File: config.mk
export PLATFORM = sky130hd
export DESIGN_NAME = ipt_lookup
export DESIGN_NICKNAME = d
export VERILOG_FILES = /design/src/rtl/ipt_pkg.sv /design/src/rtl/ipt_hash.sv /design/src/rtl/ipt_entry_match.sv /design/src/rtl/ipt_step_guard.sv /design/src/rtl/ipt_lookup.sv
export SDC_FILE = /design/constraint.sdc
export NUM_CORES = 1
export LEC_CHECK = 0
export CELL_PAD_IN_SITES_DETAIL_PLACEMENT = 1
export CELL_PAD_IN_SITES_GLOBAL_PLACEMENT = 1
export CORE_UTILIZATION = 37
export CTS_BUF_LIST = sky130_fd_sc_hd__clkbuf_8
export DETAILED_ROUTE_END_ITERATION = 10
export GPL_TIMING_DRIVEN = 0
export PLACE_DENSITY = 0.95
export SLEW_MARGIN = 20
export SYNTH_ARGS = -nofsm -noshare
export SYNTH_HDL_FRONTEND = slang
export SYNTH_HIERARCHICAL = 1
export SYNTH_SLANG_ARGS = --single-unit
File: constraint.sdc
create_clock -name clk -period 5.25 [get_ports clk]
set_clock_uncertainty 0.1 [all_clocks]
set_input_delay 1.05 -clock clk [delete_from_list [all_inputs] [get_ports clk]]
set_output_delay 1.05 -clock clk [all_outputs]
set_load 0.005 [all_outputs]
File: src/rtl/ipt_pkg.sv
package ipt_pkg;

    typedef enum logic [2:0] {
        ST_IDLE,
        ST_ANCHOR_RD,
        ST_ANCHOR_WT,
        ST_ENTRY_RD,
        ST_ENTRY_WT
    } walk_state_e;

    typedef enum logic [1:0] {
        STEP_WAIT,
        STEP_ADVANCE,
        STEP_HIT,
        STEP_FAULT
    } step_verdict_e;

    function automatic int unsigned max2(input int unsigned a, input int unsigned b);
        return (a > b) ? a : b;
    endfunction

endpackage

File: src/rtl/ipt_hash.sv
module ipt_hash #(
    parameter int VPN_W  = 16,
    parameter int ASID_W = 8,
    parameter int HAT_W  = 5
) (
    input  logic [VPN_W-1:0]  vpn,
    input  logic [ASID_W-1:0] asid,
    output logic [HAT_W-1:0]  idx
);
    import ipt_pkg::*;

    localparam int LO_W = (VPN_W + 1) / 2;
    localparam int HI_W = VPN_W - LO_W;
    localparam int MIX_W = int'(max2(LO_W, ASID_W));
    localparam int NCH = (MIX_W + HAT_W - 1) / HAT_W;
    localparam int PAD_W = NCH * HAT_W;

    logic [LO_W-1:0]  lo_half;
    logic [HI_W-1:0]  hi_half;
    logic [PAD_W-1:0] mixed;
    logic [HAT_W-1:0] chunk [NCH];

    assign lo_half = vpn[LO_W-1:0];
    assign hi_half = vpn[VPN_W-1:LO_W];
    assign mixed   = PAD_W'(lo_half) ^ PAD_W'(hi_half) ^ PAD_W'(asid);

    for (genvar c = 0; c < NCH; c++) begin : g_chunk
        assign chunk[c] = mixed[c*HAT_W +: HAT_W];
    end

    always_comb begin
        idx = '0;
        for (int c = 0; c < NCH; c++) begin
            idx = idx ^ chunk[c];
        end
    end

endmodule

File: src/rtl/ipt_entry_match.sv
module ipt_entry_match #(
    parameter int FW         = 6,
    parameter int VPN_W      = 16,
    parameter int ASID_W     = 8,
    parameter int NUM_FRAMES = 63,
    parameter int WORD_W     = FW + VPN_W + ASID_W + 1
) (
    input  logic [WORD_W-1:0] word,
    input  logic [VPN_W-1:0]  key_vpn,
    input  logic [ASID_W-1:0] key_asid,
    output logic              hit,
    output logic [FW-1:0]     next_ptr,
    output logic              chain_end
);
    localparam int VPN_LSB  = FW;
    localparam int ASID_LSB = FW + VPN_W;
    localparam int VLD_BIT  = FW + VPN_W + ASID_W;

    typedef struct packed {
        logic              valid;
        logic [ASID_W-1:0] asid;
        logic [VPN_W-1:0]  vpn;
        logic [FW-1:0]     nxt;
    } entry_t;

    entry_t ent;
    logic   vpn_eq;
    logic   asid_eq;

    assign ent.valid = word[VLD_BIT];
    assign ent.asid  = word[ASID_LSB +: ASID_W];
    assign ent.vpn   = word[VPN_LSB +: VPN_W];
    assign ent.nxt   = word[FW-1:0];

    assign vpn_eq    = (ent.vpn == key_vpn);
    assign asid_eq   = (ent.asid == key_asid);
    assign hit       = ent.valid && vpn_eq && asid_eq;
    assign next_ptr  = ent.nxt;
    assign chain_end = (ent.nxt >= FW'(NUM_FRAMES));

endmodule

File: src/rtl/ipt_step_guard.sv
module ipt_step_guard #(
    parameter int NUM_FRAMES = 63
) (
    input  logic clk,
    input  logic rst,
    input  logic clear,
    input  logic advance,
    output logic last_step
);
    localparam int SW = $clog2(NUM_FRAMES + 1);

    logic [SW-1:0] steps;

    always_ff @(posedge clk) begin
        if (rst || clear) begin
            steps <= '0;
        end else if (advance) begin
            steps <= steps + 1'b1;
        end
    end

    assign last_step = (steps == SW'(NUM_FRAMES - 1));

endmodule

File: src/rtl/ipt_lookup.sv
module ipt_lookup #(
    parameter int NUM_FRAMES = 63,
    parameter int VPN_W      = 16,
    parameter int ASID_W     = 8,
    parameter int HAT_W      = 5,
    parameter int OFF_W      = 12,
    parameter int ADDR_W     = 16,
    parameter int FW         = $clog2(NUM_FRAMES + 1),
    parameter int WORD_W     = FW + VPN_W + ASID_W + 1
) (
    input  logic              clk,
    input  logic              rst,
    input  logic              req_valid,
    output logic              req_ready,
    input  logic [VPN_W-1:0]  req_vpn,
    input  logic [ASID_W-1:0] req_asid,
    input  logic [OFF_W-1:0]  req_offset,
    input  logic [ADDR_W-1:0] hat_base,
    input  logic [ADDR_W-1:0] ipt_base,
    output logic              mem_req,
    output logic [ADDR_W-1:0] mem_addr,
    input  logic              mem_rvalid,
    input  logic [WORD_W-1:0] mem_rdata,
    output logic              resp_valid,
    output logic              resp_fault,
    output logic [FW-1:0]     resp_frame,
    output logic [FW+OFF_W-1:0] resp_paddr
);
    import ipt_pkg::*;

    typedef struct packed {
        logic [VPN_W-1:0]  vpn;
        logic [ASID_W-1:0] asid;
        logic [OFF_W-1:0]  off;
    } lookup_t;

    walk_state_e   state;
    lookup_t       cur;
    logic [FW-1:0] ptr;
    logic [HAT_W-1:0] anchor_idx;
    logic          ent_hit;
    logic [FW-1:0] ent_next;
    logic          ent_end;
    logic          guard_last;
    logic          accept;
    step_verdict_e verdict;

    assign accept    = (state == ST_IDLE) && req_valid;
    assign req_ready = (state == ST_IDLE);

    ipt_hash #(
        .VPN_W (VPN_W),
        .ASID_W(ASID_W),
        .HAT_W (HAT_W)
    ) u_hash (
        .vpn (cur.vpn),
        .asid(cur.asid),
        .idx (anchor_idx)
    );

    ipt_entry_match #(
        .FW        (FW),
        .VPN_W     (VPN_W),
        .ASID_W    (ASID_W),
        .NUM_FRAMES(NUM_FRAMES),
        .WORD_W    (WORD_W)
    ) u_match (
        .word     (mem_rdata),
        .key_vpn  (cur.vpn),
        .key_asid (cur.asid),
        .hit      (ent_hit),
        .next_ptr (ent_next),
        .chain_end(ent_end)
    );

    ipt_step_guard #(
        .NUM_FRAMES(NUM_FRAMES)
    ) u_guard (
        .clk      (clk),
        .rst      (rst),
        .clear    (accept),
        .advance  (verdict == STEP_ADVANCE && state == ST_ENTRY_WT),
        .last_step(guard_last)
    );

    always_comb begin
        verdict = STEP_WAIT;
        if (mem_rvalid) begin
            if (state == ST_ANCHOR_WT) begin
                verdict = ent_end ? STEP_FAULT : STEP_ADVANCE;
            end else if (state == ST_ENTRY_WT) begin
                if (ent_hit) begin
                    verdict = STEP_HIT;
                end else if (ent_end || guard_last) begin
                    verdict = STEP_FAULT;
                end else begin
                    verdict = STEP_ADVANCE;
                end
            end
        end
    end

    assign mem_req  = (state == ST_ANCHOR_RD) || (state == ST_ENTRY_RD);
    assign mem_addr = (state == ST_ANCHOR_RD) ? (hat_base + ADDR_W'(anchor_idx))
                                              : (ipt_base + ADDR_W'(ptr));

    always_ff @(posedge clk) begin
        if (rst) begin
            state      <= ST_IDLE;
            cur        <= '0;
            ptr        <= '0;
            resp_valid <= 1'b0;
            resp_fault <= 1'b0;
            resp_frame <= '0;
            resp_paddr <= '0;
        end else begin
            resp_valid <= 1'b0;
            case (state)
                ST_IDLE: begin
                    if (req_valid) begin
                        cur.vpn  <= req_vpn;
                        cur.asid <= req_asid;
                        cur.off  <= req_offset;
                        state    <= ST_ANCHOR_RD;
                    end
                end
                ST_ANCHOR_RD: state <= ST_ANCHOR_WT;
                ST_ENTRY_RD:  state <= ST_ENTRY_WT;
                ST_ANCHOR_WT, ST_ENTRY_WT: begin
                    case (verdict)
                        STEP_ADVANCE: begin
                            ptr   <= ent_next;
                            state <= ST_ENTRY_RD;
                        end
                        STEP_HIT: begin
                            resp_valid <= 1'b1;
                            resp_fault <= 1'b0;
                            resp_frame <= ptr;
                            resp_paddr <= {ptr, cur.off};
                            state      <= ST_IDLE;
                        end
                        STEP_FAULT: begin
                            resp_valid <= 1'b1;
                            resp_fault <= 1'b1;
                            resp_frame <= '0;
                            resp_paddr <= '0;
                            state      <= ST_IDLE;
                        end
                        default: ;
                    endcase
                end
                default: state <= ST_IDLE;
            endcase
        end
    end

endmodule

==> flow_summary.ini, run 1 <==
[global_routing]
antenna_found_initial = 0
overflow = 0
grt_max_degree = 14
grt_pass1_vias = 4511
grt_pass1_wl_um = 22200
track_usage_pct = 24.2

[synth]
syn_inst = 514
synthArstFlopShare_pct = 0
postSynthAreaPerCell_um2 = 8.40
yosysWarnings = 6
synth_cell_types = 54
synth_edf_count = 0
ys_ff_latch = 71
ys.flop_type = dfxtp_1
syn_area_um2 = 4320
synth_nets = 632
ys_seq_area_share_pct = 32.9

[worst_setup_path]
criticalPathCategory = in2out
required_ns = 4.10
critPathMaxFanout = 5
r2r-start = cur[18]$_SDFFE_PP0P_
worstSetupEndpointType = output pin
start_kind = input port
worstPathArrival_ns = 3.75
worst_setup_path_startpoint = hat_base[0]

[timing]
slew_violations = 0
hold_slack_ns = 0.361
rsz0062_at_grt = no
period_share_pct = 93.3
setup-violations-final = 0
setup_tns_ns = 0
relSlewSlack_pct = 35.4
worstMarginPinSlew_ns = 0.960
hold_viol = 0
period_needed_ns = 4.90
fmax_mhz = 204

[min_path]
hp-class = reg2reg
min-delay-start = cur[9]$_SDFFE_PP0P_

[clock_network]
clk_latency_ns = 0.35
max-clock-path-buffers = 2
tritoncts = done
ctsHtreeMaxLevel = 3
cts_hold_buf = 0
post_cts_resized = 0
cts.root.buffer_cell = clkbuf_8
path_clk_slew_ns = 0.08
cts_sinks = 71
post-cts-setup-buffer-count = 0
numCtsBuffers = 9

[layout]
diodes = 0
stdcell_count = 819
drive_gt1_share_pct = 8.58
nets = 789
area_growth_syn_to_layout_pct = 43.1

[floorplanning]
coreArea_um2 = 11400
start_util_pct = 37.8
die_h_um = 110
dieArea_um2 = 12100
num_rows = 39
io_pins = 147
die_w_um = 110

[job]
maxCapViolCount = 0

[route]
vias = 4295
wl_um = 14600
drt_iter0_markers = 148
vias_per_cell = 5.24
drcViolationCount = 0
wl_per_cell_um = 17.8
antenna_left = 0
first_pass_iters = 8

[power_and_ir_drop]
power.density_nw_per_um2 = 250
p_leak_nw = 2.48
ir_drop_mv = 0.142

[placement]
gp_congestion = 0.935
dp.cells = 803
io_buffers = 146
hpwl_um = 11700

[outcome]
status = completed
==> cells in the final DEF, fill, tap and decap left out, types with 3 or more instances in the layout <==
master	synthesis	layout
mux2_2	3	3
nor2_1	36	36
xnor2_2	3	3
xor2_1	39	39
clkdlybuf4s50_1	0	146
nor4_1	5	5
a21oi_1	50	50
and3_1	4	4
dfxtp_1	71	71
nand2_1	88	88
inv_1	14	14
xnor2_1	25	25
mux2i_1	31	31
clkbuf_1	10	10
nand3_1	11	11
ha_1	13	13
clkbuf_8	0	9
o211ai_1	3	3
buf_2	8	8
or2_2	3	3
and4_1	4	4
xnor3_1	3	3
nand4_1	12	12
o21ai_0	15	15
buf_6	3	3
a21o_1	4	4
and2b_1	3	3
or3_1	7	7
a211oi_1	4	4
buf_4	13	13
==> sequential cells by signal, indices dropped and copies added (netlist names) <==
signal / count
cur: 36
resp_paddr: 12
ptr: 6
resp_frame: 6
u_guard/steps: 6
state: 3
resp_fault: 1
resp_valid: 1
==> per-layer routing <==
layer	share of wire, %	track usage (%)	vias to the layer above
met5	0	0	-
met4	1.7	6.95	0
met3	5.4	5.17	21
met2	53	46.4	125
met1	40	26.6	2095
li1	-	-	2054
==> kinds of logic (layout without fill, tap and decap cells) <==
| logic type | after synthesis | count (layout) | synth area share (%) |
|---|---|---|---|
| and+or+nand+nor | 187 | 187 | 20.8 |
| AOI/OAI and AO/OA | 86 | 86 | 11.4 |
| DFF | 71 | 71 | 32.9 |
| xor gates and xnor gates | 70 | 70 | 15.7 |
| buffers and inverters | 50 | 212 | 6.23 |
| muxes | 34 | 34 | 7.97 |
| adders and majority gates | 16 | 16 | 4.96 |
==> critical path: stages <==
cell and delay [ns]:
clkdlybuf4s50_1 0.43, ha_1 0.25, fa_1 0.44, a211oi_1 0.23, o21bai_1 0.19, nor2b_1 0.20
xnor2_1 0.30, a21o_1 0.16, clkdlybuf4s50_1 0.49
==> through the flow <==
stage | area, µm² | util [%] | setup WS [ns] | total power, W
finish | 6180 | 54.1 | 0.354 | 0.00154
global route | 6180 | 54.1 | 0.168 | 0.00162
CTS | 6180 | 54.1 | 0.327 | 0.00155
detailed placement | 5960 | 52.2 | 0.348 | 0.00106
global placement | 5960 | 52.2 | 0.427 | 0.00103
floorplan | 4320 | - | 1.47 | 0.000844
==> worst paths after layout <==
kind	endpoint	slack, ns	depth (start not counted)
max	mem_addr[14]	0.35	9
min reg2reg	cur[9]$_SDFFE_PP0P_	0.36	2
max reg2reg	u_guard/steps[5]$_SDFFE_PP0P_	1.79	12
min	cur[9]$_SDFFE_PP0P_	0.36	2
==> cells in the mapped netlist (2+ instances only) <==
cell      number  area share, %
a211oi_1       4           0.70
a21o_1         4           0.70
a21oi_1       50            5.8
and2b_1        3           0.52
and3_1         4           0.58
and4_1         4           0.81
and4bb_2       2           0.58
buf_2          8           0.93
buf_4         13            2.3
buf_6          3           0.78
clkbuf_1      10           0.87
dfxtp_1       71             33
fa_1           2           0.93
ha_1          13            3.8
inv_1         14            1.2
mux2_2         3           0.78
mux2i_1       31            7.2
nand2_1       88            7.7
nand3_1       11            1.3
nand4_1       12            1.7
nor2_1        36            3.1
nor3_1         2           0.23
nor4_1         5           0.72
o211ai_1       3           0.52
o21ai_0       15            1.7
or2_2          3           0.43
or3_1          7            1.0
xnor2_1       25            5.1
xnor2_2        3            1.1
xnor3_1        3            1.6
xor2_1        39            7.9
==> power breakdown <==
part / internal [W] / total [W] / switching, W
combinational: 0.000240 / 0.000461 / 0.000221
clock: 0.000268 / 0.000494 / 0.000225
sequential: 0.000563 / 0.000589 / 0.0000265
==> cell type report <==
type / instances / area (µm²)
Fill cell: 1369 / 5240
Inverter: 15 / 56.3
Multi-Input combinational cell: 393 / 2630
Clock inverter: 7 / 95.1
Tap cell: 143 / 179
Sequential cell: 71 / 1420
Buffer: 35 / 213
Clock buffer: 9 / 124
Timing Repair Buffer: 146 / 1460
Note: power is estimated with default switching activity, not from simulation.
==> run 2, diff against run 1 <==
- CORE_UTILIZATION: 37 -> 36
- SYNTH_HIERARCHICAL: 1 -> default
==> flow_summary.ini, run 2 <==
[synth]
yosys.area_share.simple_pct = 24.8
synthArstFlopShare_pct = 0
synth_top_family_by_area = simple AND/OR/NAND/NOR gates
ys_seq_area_share_pct = 34.0
postSynthAreaPerCell_um2 = 7.99
syn_area_um2 = 4180
synth_cell_types = 43
synth_top_area_cell = dfxtp_1
yosysWarnings = 0
synth_nets = 641
yosys.area.top_type_share_pct = 34.0
ys_ff_latch = 71
synth_commonest_cells = 87 x nand2_1, 71 x dfxtp_1, 67 x a21oi_1, 45 x xnor2_1, 34 x nand2b_1
synth_compound_area_share_pct = 12.1
synth_edf_count = 0
synth_most_common_cell = nand2_1
synthTopCellsByArea = dfxtp_1 34%, xnor2_1 9.4%, a21oi_1 8.0%
ys.flop_type = dfxtp_1
synthMuxAreaShare_pct = 4.13
synth_xor_xnor_area_share_pct = 15.1
syn_inst = 523
synth-adder-area-share_pct = 4.85

[layout]
stdcell_count = 825
diodes = 0
largest_reg_flops = 36
fin_util_pct = 54.4
final_cell_mix = 145 x clkdlybuf4s50_1, 87 x nand2_1, 71 x dfxtp_1, 67 x a21oi_1, 45 x xnor2_1
area_growth_syn_to_layout_pct = 44.3
mostFrequentLayoutCell = clkdlybuf4s50_1
regMostFlops = cur
nets = 798
reg_top3 = cur: 36 flops, resp_paddr: 12 flops
fillers = 1329
drive_gt1_share_pct = 4.96

[global_routing]
grt_max_degree = 14
grt_pass1_wl_um = 22900
grt_use_met3_pct = 4.33
grt_most_used_layer = met2
met2_usage_pct = 49.4
grt_pass1_vias = 4801
overflow = 0
antenna_found_initial = 0
track_usage_pct = 24.9
grtUsageMet1_pct = 25.9

[placement]
gp_congestion = 0.862
io_buffers = 145
hpwl_um = 11600
dp.cells = 808

[clock_network]
cts_hold_buf = 0
ctsHtreeMaxLevel = 3
numCtsBuffers = 9
tritoncts = done
cts_sinks = 71
clk_latency_ns = 0.35
path_clk_slew_ns = 0.09
cts.root.buffer_cell = clkbuf_8
max-clock-path-buffers = 2

[route]
first_pass_iters = 4
wl_um = 14900
vias = 4318
vias_per_cell = 5.23
drcViolationCount = 0
antenna_left = 0
wl_per_cell_um = 18.1
drt_iter0_markers = 129

[worst_setup_path]
start_kind = input port
r2r-start = cur[13]$_SDFFE_PP0P_
worstSetupEndpointType = output pin
criticalPathCategory = in2out
worst_setup_path_startpoint = hat_base[0]
critPathMaxFanout = 4
worstPathArrival_ns = 3.92
required_ns = 4.10

[timing]
rsz0062_at_grt = no
setup_tns_ns = 0
setup-violations-final = 0
hold_slack_ns = 0.365
slew_violations = 0
period_needed_ns = 5.07
period_share_pct = 96.5
relSlewSlack_pct = 52.3
fmax_mhz = 197
hold_viol = 0
worstMarginPinSlew_ns = 0.715

[min_path]
hp-class = reg2reg
min-delay-start = cur[1]$_SDFFE_PP0P_

[floorplanning]
num_rows = 38
die_w_um = 110
start_util_pct = 37.7
io_pins = 147
die_h_um = 110
dieArea_um2 = 12000
coreArea_um2 = 11100

[power_and_ir_drop]
power.density_nw_per_um2 = 311
ir_drop_mv = 0.170
p_leak_nw = 2.21

[outcome]
status = completed

[job]
maxCapViolCount = 0
[run 2: cell types whose count changed after synthesis, sizes merged, moves of 10 or more]
cell,delta
xnor2,+17
xor2,-12
clkbuf,+10
nand2b,+33
nand3,+15
buf,-14
a21oi,+17
nor2,-16
mux2i,-16
[run 2: layout make-up]
cell class	count	area [µm²]	area share, %
repair buffers	146	1460	24.2
well taps	140	175	2.90
clock buffers	9	124	2.05
clock inverters	7	95.1	1.58
flip-flops and latches	71	1420	23.6
inverters	15	56.3	0.933
plain buffers	31	153	2.53
multi-input cells	406	2550	42.3
[run 2: layer usage]
layer	vias to the layer above	wire length (µm)	part of all wire [%]
li1	2060	-	-
met5	-	0	0
met3	30	860	5.8
met2	138	7850	53
met4	0	303	2.0
met1	2090	5920	40
[run 2: logic make-up (layout without fill, tap and decap cells)]
family	count (synthesis)	after routing
AO/OA/AOI/OAI	91	91
multiplexers	17	17
AND/OR/NAND/NOR	211	211
XOR/XNOR	72	72
adder cells (fa/ha/maj)	15	15
buffers and inverters	46	208
flip-flops	71	71
[run 2: path summary, 6_finish.rpt]
path / endpoint / slack (ns) / depth (start not counted)
max: mem_addr[12] / 0.18 / 12
min: cur[1]$_SDFFE_PP0P_ / 0.36 / 2
max reg2reg: resp_paddr[4]$_SDFFE_PP0P_ / 2.65 / 9
min reg2reg: cur[1]$_SDFFE_PP0P_ / 0.36 / 2
[run 2: through the flow]
stage,total power (W),instance area [µm²],setup slack [ns]
final,0.00187,6030,0.183
after global routing,0.00198,6030,0.00386
after CTS,0.00188,6020,0.0483
after detailed placement,0.00138,5810,0.0563
after global placement,0.00133,5810,0.197
after floorplan,0.00106,4180,1.36
[run 2: what timing repair did]
| action | CTS | global route |
|---|---|---|
| buffers inserted | 0 | 1 |
| gates resized for setup | 0 | 3 |
| setup endpoints to repair | 0 | 6 |
[run 2: critical path, cell delays in order]
cell and delay, ns:
clkdlybuf4s50_1 0.48, ha_1 0.18, inv_1 0.06, fa_1 0.41
nor2b_1 0.13, o21ai_0 0.13, a21boi_1 0.22, o211a_1 0.24
nand3_1 0.12, xor2_1 0.19, mux2i_1 0.18, clkdlybuf4s50_1 0.53
[run 2: report_power, final]
part / switching (W) / internal (W)
clock network: 0.000232 / 0.000269
registers: 0.0000534 / 0.000587
logic: 0.000372 / 0.000359
total: 0.000658 / 0.00122
==> run 3, diff against run 2 <==
- CAP_MARGIN: default -> 10
- CORE_ASPECT_RATIO: default -> 1.4
- HOLD_SLACK_MARGIN: default -> 0.12
==> flow_summary.ini, run 3 (synthesis gave the netlist of run 2 again) <==
[worst_setup_path]
r2r_slack_ns = 2.70
r2r-end = resp_frame[2]$_SDFFE_PP0P_
reg2regPathDepth = 8
worstSetupEndpointType = output pin
r2r-start = cur[35]$_SDFFE_PP0P_
start_kind = input port
criticalPathCategory = in2out
critPathMaxFanout = 5
required_ns = 4.10
worstPathArrival_ns = 3.97

[timing]
period_share_pct = 97.6
relSlewSlack_pct = 49.6
fmax_mhz = 195
setup-violations-final = 0
hold_viol = 0
worstMarginPinSlew_ns = 0.756
setup_tns_ns = 0
slew_violations = 0
period_needed_ns = 5.12
rsz0062_at_grt = no

[floorplanning]
die_w_um = 93.1
dieArea_um2 = 12000
num_rows = 46
coreArea_um2 = 11300
start_util_pct = 36.9
io_pins = 147
die_h_um = 129

[layout]
drive_gt1_share_pct = 4.82
area_growth_syn_to_layout_pct = 45.2
stdcell_count = 829
fin_util_pct = 53.5
reg_top3 = cur: 36 flops, resp_paddr: 12 flops
nets = 797
final_cell_mix = 145 x clkdlybuf4s50_1, 87 x nand2_1, 71 x dfxtp_1, 67 x a21oi_1, 45 x xnor2_1
mostFrequentLayoutCell = clkdlybuf4s50_1
fillers = 1370
ff_latch_area_um2 = 1420
multiInputGateArea_um2 = 2550
regMostFlops = cur
largest_reg_flops = 36

[min_path]
hold_end = cur[6]$_SDFFE_PP0P_
whs_path_depth = 2
min-delay-start = cur[6]$_SDFFE_PP0P_
hp-class = reg2reg

[route]
antenna_left = 0
wl_per_cell_um = 18.1
vias = 4331
drcViolationCount = 0
drt_iter0_markers = 144
first_pass_iters = 4
wl_um = 15000
vias_per_cell = 5.22

[global_routing]
grt_pass1_vias = 4824
grt_max_degree = 14
antenna_found_initial = 1
track_usage_pct = 25.4
grt_pass1_wl_um = 23300
overflow = 0

[clock_network]
max-clock-path-buffers = 2
ctsHtreeMaxLevel = 3
cts_sinks = 71
cts.root.buffer_cell = clkbuf_8
path_clk_slew_ns = 0.08
numCtsBuffers = 9
clk_latency_ns = 0.35
post-cts-setup-buffer-count = 0
cts_hold_buf = 0
tritoncts = done

[placement]
gp_congestion = 0.837
hpwl_um = 12100
io_buffers = 145
dp.cells = 812

[power_and_ir_drop]
p_leak_nw = 2.22
ir_drop_mv = 0.196
power.density_nw_per_um2 = 318

[outcome]
status = completed

[job]
maxCapViolCount = 0
-- run 3: worst max-delay path by stage --
| stage | startpoint | to | slack (ns) | cells past startpoint |
|---|---|---|---|---|
| 3_5_place_dp | ipt_base[0] | mem_addr[10] | -0.004 | 12 |
| 6_report | ipt_base[0] | mem_addr[10] | 0.13 | 12 |
| 3_3_place_gp | ipt_base[0] | mem_addr[10] | 0.11 | 12 |
| 4_1_cts | ipt_base[0] | mem_addr[10] | 0.09 | 12 |
| 2_1_floorplan | ipt_base[0] | mem_addr[10] | 1.36 | 10 |
| 5_1_grt | ipt_base[0] | mem_addr[10] | 0.02 | 12 |
-- run 3: report_power, final --
part           internal, W  switching (W)  leakage (nW)
Combinational     0.000362       0.000378          1.52
Sequential        0.000587      0.0000504         0.578
Clock             0.000332       0.000220         0.127
Total              0.00128       0.000649          2.22
-- run 3: cell type report --
class / count / share of cell area (%)
diodes: 1 / 0.0412
plain buffers: 31 / 2.52
clock buffers: 10 / 2.27
clock inverters: 6 / 1.92
inverters: 15 / 0.928
multi-input cells: 406 / 42.0
flip-flops and latches: 71 / 23.4
well taps: 144 / 2.97
repair buffers: 145 / 23.9
-- run 3: per-stage QoR --
| stage | setup slack, ns | hold slack [ns] | area [µm²] | total power, W |
|---|---|---|---|---|
| finish | 0.126 | 0.369 | 6070 | 0.00193 |
| global route | 0.0154 | 0.394 | 6070 | 0.00203 |
| CTS | 0.0902 | 0.369 | 6060 | 0.00194 |
| detailed placement | -0.00378 | 0.357 | 5810 | 0.00139 |
| global placement | 0.112 | 0.345 | 5810 | 0.00133 |
| floorplan | 1.36 | 0.337 | 4180 | 0.00106 |
-- run 3: repair_timing --
| item | CTS | global route |
|---|---|---|
| pin swaps | 0 | 1 |
| resized for setup | 1 | 1 |
| endpoints found under the setup margin | 1 | 4 |
-- run 3: routing by layer --
layer | part of all wire [%] | track usage [%]
met4 | 5.5 | 17.1
met3 | 4.4 | 4.64
met1 | 37 | 24.3
met2 | 53 | 48.7
met5 | 0 | 0
-- run 3: critical path: stages --
cell             delay (ns)
clkdlybuf4s50_1        0.48
ha_1                   0.19
inv_1                  0.06
fa_1                   0.40
nor2b_1                0.12
o21ai_0                0.12
a21boi_1               0.27
o311a_1                0.28
nand4_1                0.13
xor2_1                 0.28
mux2i_1                0.12
clkdlybuf4s50_1        0.47
